--- src/rtl/psw_stack_pkg.sv ---
package psw_stack_pkg;
  localparam int STATUS_W   = 32;
  localparam int FLAG_W     = 4;
  localparam int NUM_LEVELS = 4;
  localparam int LVL_W      = $clog2(NUM_LEVELS);
  localparam int NUM_BANKS  = NUM_LEVELS + 1;
  localparam int BANK_IDX_W = $clog2(NUM_BANKS);
  localparam int INT_STACK_BIT = 28;
  localparam int LVL_LSB       = 24;
  localparam logic [STATUS_W-1:0] STATUS_RESET = 32'h1000_0000;

  typedef struct packed {
    logic                  swap;
    logic [BANK_IDX_W-1:0] saveIdx;
    logic [BANK_IDX_W-1:0] loadIdx;
    logic                  statusLoad;
    logic                  flagLoad;
    logic                  spLoad;
    logic                  bankLoad;
  } ctrl_strobes_t;

  function automatic logic [BANK_IDX_W-1:0] bankOf(input logic [STATUS_W-1:0] st);
    if (st[INT_STACK_BIT]) return BANK_IDX_W'(NUM_LEVELS);
    return BANK_IDX_W'(st[LVL_LSB +: LVL_W]);
  endfunction
endpackage

--- src/rtl/psw_stack_ctrl.sv ---
module psw_stack_ctrl
  import psw_stack_pkg::*;
(
  input  logic                statusWrEn,
  input  logic [STATUS_W-1:0] statusWrData,
  input  logic [STATUS_W-1:0] curStatus,
  input  logic                flagUpdEn,
  input  logic                spWrEn,
  input  logic                bankWrEn,
  output ctrl_strobes_t       strobes
);
  logic intChange;
  logic lvlChange;
  logic doSwap;

  always_comb begin
    intChange = curStatus[INT_STACK_BIT] != statusWrData[INT_STACK_BIT];
    lvlChange = !curStatus[INT_STACK_BIT] &&
                (curStatus[LVL_LSB +: LVL_W] != statusWrData[LVL_LSB +: LVL_W]);
    doSwap    = statusWrEn && (intChange || lvlChange);

    strobes.swap       = doSwap;
    strobes.saveIdx    = bankOf(curStatus);
    strobes.loadIdx    = bankOf(statusWrData);
    strobes.statusLoad = statusWrEn;
    strobes.flagLoad   = flagUpdEn && !statusWrEn;
    strobes.spLoad     = spWrEn && !doSwap;
    strobes.bankLoad   = bankWrEn && !doSwap;
  end
endmodule

--- src/rtl/psw_stack_dp.sv ---
module psw_stack_dp
  import psw_stack_pkg::*;
#(
  parameter int SP_W = 32
) (
  input  logic                  clk,
  input  logic                  rstN,
  input  ctrl_strobes_t         strobes,
  input  logic [STATUS_W-1:0]   statusWrData,
  input  logic [FLAG_W-1:0]     flagsIn,
  input  logic [SP_W-1:0]       spWrData,
  input  logic [BANK_IDX_W-1:0] bankSel,
  input  logic [SP_W-1:0]       bankWrData,
  output logic [STATUS_W-1:0]   curStatus,
  output logic [SP_W-1:0]       spRdData,
  output logic [SP_W-1:0]       bankRdData
);
  logic [STATUS_W-1:FLAG_W] statusHi;
  logic [FLAG_W-1:0]        flagsQ;
  logic [SP_W-1:0]          spQ;
  logic [SP_W-1:0]          bankQ [NUM_BANKS];
  logic [SP_W-1:0]          reloadVal;

  always_ff @(posedge clk) begin
    if (!rstN) begin
      statusHi <= STATUS_RESET[STATUS_W-1:FLAG_W];
      flagsQ   <= STATUS_RESET[FLAG_W-1:0];
    end else if (strobes.statusLoad) begin
      statusHi <= statusWrData[STATUS_W-1:FLAG_W];
      flagsQ   <= statusWrData[FLAG_W-1:0];
    end else if (strobes.flagLoad) begin
      flagsQ   <= flagsIn;
    end
  end

  always_comb begin
    reloadVal = '0;
    for (int k = 0; k < NUM_BANKS; k++)
      if (strobes.loadIdx == BANK_IDX_W'(k)) reloadVal = bankQ[k];
  end

  always_ff @(posedge clk) begin
    if (!rstN)              spQ <= '0;
    else if (strobes.swap)  spQ <= reloadVal;
    else if (strobes.spLoad) spQ <= spWrData;
  end

  for (genvar b = 0; b < NUM_BANKS; b++) begin : g_bank
    always_ff @(posedge clk) begin
      if (!rstN)
        bankQ[b] <= '0;
      else if (strobes.swap && strobes.saveIdx == BANK_IDX_W'(b))
        bankQ[b] <= spQ;
      else if (strobes.bankLoad && bankSel == BANK_IDX_W'(b))
        bankQ[b] <= bankWrData;
    end
  end

  always_comb begin
    bankRdData = '0;
    for (int k = 0; k < NUM_BANKS; k++)
      if (bankSel == BANK_IDX_W'(k)) bankRdData = bankQ[k];
  end

  assign curStatus = {statusHi, flagsQ};
  assign spRdData  = spQ;
endmodule

--- src/rtl/psw_stack_bank.sv ---
module psw_stack_bank
  import psw_stack_pkg::*;
#(
  parameter int SP_W = 32
) (
  input  logic                  clk,
  input  logic                  rstN,
  input  logic                  statusWrEn,
  input  logic [STATUS_W-1:0]   statusWrData,
  output logic [STATUS_W-1:0]   statusRdData,
  input  logic                  flagUpdEn,
  input  logic [FLAG_W-1:0]     flagsIn,
  input  logic                  spWrEn,
  input  logic [SP_W-1:0]       spWrData,
  output logic [SP_W-1:0]       spRdData,
  input  logic                  bankWrEn,
  input  logic [BANK_IDX_W-1:0] bankSel,
  input  logic [SP_W-1:0]       bankWrData,
  output logic [SP_W-1:0]       bankRdData
);
  ctrl_strobes_t       strobes;
  logic [STATUS_W-1:0] curStatus;

  psw_stack_ctrl ctrl_i (
    .statusWrEn   (statusWrEn),
    .statusWrData (statusWrData),
    .curStatus    (curStatus),
    .flagUpdEn    (flagUpdEn),
    .spWrEn       (spWrEn),
    .bankWrEn     (bankWrEn),
    .strobes      (strobes)
  );

  psw_stack_dp #(.SP_W(SP_W)) dp_i (
    .clk          (clk),
    .rstN         (rstN),
    .strobes      (strobes),
    .statusWrData (statusWrData),
    .flagsIn      (flagsIn),
    .spWrData     (spWrData),
    .bankSel      (bankSel),
    .bankWrData   (bankWrData),
    .curStatus    (curStatus),
    .spRdData     (spRdData),
    .bankRdData   (bankRdData)
  );

  assign statusRdData = curStatus;
endmodule

--- config.mk ---
export PLATFORM = sky130hd
export DESIGN_NAME = psw_stack_bank
export DESIGN_NICKNAME = d
export VERILOG_FILES = /design/src/rtl/psw_stack_pkg.sv /design/src/rtl/psw_stack_ctrl.sv /design/src/rtl/psw_stack_dp.sv /design/src/rtl/psw_stack_bank.sv
export SDC_FILE = /design/constraint.sdc
export NUM_CORES = 1
export LEC_CHECK = 0
export ABC_AREA = 1
export BUFFER_PORTS_ARGS = -buffer_cell sky130_fd_sc_hd__buf_2
export CAP_MARGIN = 20
export CORE_UTILIZATION = 39
export DETAILED_ROUTE_END_ITERATION = 12
export GPL_TIMING_DRIVEN = 0
export PLACE_DENSITY_LB_ADDON = 0.2
export SETUP_SLACK_MARGIN = 0.15
export SLEW_MARGIN = 20
export SYNTH_ARGS = -nofsm -noshare
export SYNTH_HDL_FRONTEND = slang
export SYNTH_SLANG_ARGS = --single-unit
--- constraint.sdc ---
create_clock -name clk -period 5.7 [get_ports clk]
set_input_delay 1.14 -clock clk [delete_from_list [all_inputs] [get_ports clk]]
set_output_delay 1.14 -clock clk [all_outputs]
set_load 0.02 [all_outputs]
==> flow_summary.json <==
{
  "outcome": "complete, no violations",
  "power_mw": 4.183,
  "gr-usage-all-layers": 0.2850,
  "nNetsFinal": 1949,
  "yosys.area_share.simple": 0.3107,
  "tightest_slew_ps": 980.0,
  "wire_per_inst_um": 19.70,
  "worstHoldStart": "dp_i.statusHi[26]",
  "routabilityCongestion": 0.9060,
  "netlist_instances": 1592,
  "io_buffers": 201,
  "synthTopCellsByArea": "edfxtp_1 (40%), nand2_1 (15%), dfxtp_1 (11%), nand3_1 (9.0%), nor2_1 (5.9%)",
  "ir_drop_v": 0.0001955,
  "cts_buffer_depth": 3,
  "synth_top_area_share": 0.4016,
  "ios": 205,
  "ys_seq_area_frac": 0.5087,
  "powerDensity_nw_per_um2": 288.5,
  "cp.arrival_ps": 3350,
  "cts_num_sinks": 224,
  "cts_tree": "done",
  "switchingPower_mw": 1.168,
  "hold_path_depth": 2,
  "die_area_um2": 31380,
  "drt_pass1_iterations": 6,
  "yosys_most_used_dff": "edfxtp_1",
  "die_w_um": 177.2,
  "fp-row-count": 63,
  "r2r-end": "dp_i.bankQ[2][15]",
  "via_per_inst": 5.406,
  "ys_seq_elements": 224,
  "crit_type": "in2out",
  "min_period_ps": 4487,
  "worst_r2r_path_depth": 9,
  "cts_made_buffers": 27,
  "setup_viol_count_final": 0,
  "worst_slack_ps": 1213,
  "setup_tns_ps": 0,
  "cts-htree-levels": 1,
  "relSlewSlack": 0.3467,
  "r2r-start": "dp_i.statusHi[28]",
  "fin_util": 0.4854,
  "clkTransAtPathRegs_ps": 50,
  "yosys.cell_count.top_type": "nand2_1",
  "gr-total-overflow": 0,
  "max_cap_viol_count": 0,
  "layout-drive-gt1-share": 0.1651,
  "core_area_um2": 29870,
  "synthArstFlopShare": 0,
  "seq_power_share": 0.459,
  "antenna_found_initial": 0,
  "syn-mean-instance-area_um2": 7.515,
  "place_hpwl_um": 30810,
  "place_ws_ps": 1374,
  "drcViolationCount": 0,
  "ant_nets": 0,
  "synth_fa_ha_area_frac": 0,
  "rsz0062_at_grt": "no",
  "drtIter0Drc": 1252,
  "ff2ff_setup_slack_ps": 3020,
  "grt_pass1_vias": 11710,
  "crit_path_end_kind": "primary output",
  "synth_top_cell_by_area": "edfxtp_1",
  "leakagePower_nw": 6.695,
  "dpl.cell_count": 2201,
  "stdcell_count": 2250,
  "worstPathRequired_ps": 4560,
  "synthTopCellsByCount": "nand2_1 (484), nand3_1 (215), nor2_1 (187)",
  "cts_hold_buf": 0,
  "synthMuxAreaShare": 0,
  "intPower_mw": 3.015,
  "cp-start-kind": "input port",
  "grt_pass1_wl_um": 67650,
  "cts_repair_resize_count": 0,
  "vias": 12160,
  "crit_fanout": 10,
  "clkPwrFrac": 0.403,
  "fin_area_um2": 14500,
  "synth_compound_area_frac": 0.09831,
  "area_delta_synth_final_pct": 21.20,
  "post_dp_cell_area_um2": 13640,
  "clock_latency_ps": 530,
  "min_period_over_period": 0.7872,
  "slew_violations": 0,
  "synth_edf_count": 160,
  "wl_um": 44330,
  "synth.cell_area_um2": 11960,
  "synthXorXnorAreaFrac": 0,
  "hold-path-endpoint": "dp_i.statusHi[26]",
  "fmax_mhz": 222.9,
  "diodes": 0,
  "synth_cell_types": 25,
  "finalClockSkew_ps": 8.367,
  "yosys_warnings": 0,
  "start_util": 0.4005,
  "finalHoldViolations": 0,
  "grt_max_degree": 33,
  "die_h_um": 177.2,
  "postCtsSetupBuffers": 0,
  "cts-root-buf": "clkbuf_16",
  "synth_top_family_by_area": "simple AND/OR/NAND/NOR gates",
  "whs_ps": 495.3,
  "pwr-share-comb": 0.138,
  "hold_path.class": "reg2reg",
  "syn_nets": 1701,
  "power.share.switching": 0.2793
}
-- flip-flops by register name (all words and copies together), names as in the netlist --
register / count
dp_i.statusHi: 28
dp_i.spRdData: 32
dp_i.flagsQ: 4
dp_i.bankQ: 160
-- routing by layer --
layer	up-vias	track usage	wire length, um
met5	-	0	0
met4	0	0.1070	1644
met3	118	0.06336	4957
met2	717	0.4473	19480
met1	5588	0.3822	18250
li1	5741	-	-
-- critical path, stage by stage --
cell	delay (ps)
buf_2	130
inv_1	80
nor3_1	200
clkbuf_1	590
clkbuf_1	620
nand2_1	140
nand3_1	220
buf_2	200
-- cell usage in the layout (no fill, tap or decap), types with 2 or more instances in the layout --
| cell | synthesis | layout |
|---|---|---|
| a21oi_1 | 33 | 33 |
| a221oi_1 | 4 | 4 |
| buf_1 | 9 | 9 |
| buf_2 | 28 | 229 |
| buf_4 | 3 | 13 |
| buf_6 | 0 | 3 |
| buf_8 | 0 | 5 |
| clkbuf_1 | 62 | 69 |
| clkbuf_16 | 0 | 27 |
| clkbuf_8 | 0 | 7 |
| clkinv_1 | 0 | 4 |
| clkinv_2 | 0 | 3 |
| dfxtp_1 | 64 | 64 |
| edfxtp_1 | 160 | 160 |
| inv_1 | 141 | 141 |
| inv_2 | 7 | 7 |
| nand2_1 | 484 | 484 |
| nand3_1 | 215 | 215 |
| nand3b_1 | 2 | 2 |
| nor2_1 | 187 | 187 |
| nor2_2 | 5 | 5 |
| nor3_2 | 3 | 3 |
| o211ai_1 | 2 | 2 |
| o21ai_0 | 96 | 96 |
| o21ai_1 | 26 | 26 |
| o22ai_1 | 56 | 56 |
-- cells by family after synthesis --
kind of cell,count (synthesis)
simple gates,901
buf+inv,250
flops,224
compound gates,217
-- worst max path at each step --
stage	depth (start not counted)	startpoint	endpoint
5_1_grt	8	bankSel[2]	bankRdData[13]
3_5_place_dp	8	bankSel[2]	bankRdData[13]
6_report	8	bankSel[2]	bankRdData[21]
3_3_place_gp	8	statusWrData[24]	dp_i.bankQ[4][15]
4_1_cts	8	bankSel[2]	bankRdData[13]
2_1_floorplan	9	statusWrData[28]	dp_i.bankQ[4][0]
-- power groups by stage --
stage / Sequential (mW) / Combinational, mW / Clock, mW
2_1_floorplan: 1.98 / 0.269 / 0
3_3_place_gp: 1.95 / 0.547 / 0
3_5_place_dp: 1.95 / 0.569 / 0
4_1_cts: 1.92 / 0.572 / 1.70
5_1_grt: 1.93 / 0.628 / 1.76
6_report: 1.92 / 0.577 / 1.69
-- area by class of cell --
cell class / count / area [um2]
buffer: 102 / 429.2
clock buffer: 41 / 798.3
clock inverter: 8 / 60.06
fill: 2950 / 15370
inverter: 148 / 555.5
multi-input combinational: 1118 / 4893
sequential: 224 / 6086
tap: 390 / 488.0
timing repair buffer: 219 / 1190
Power figures use the tool's default switching activity.
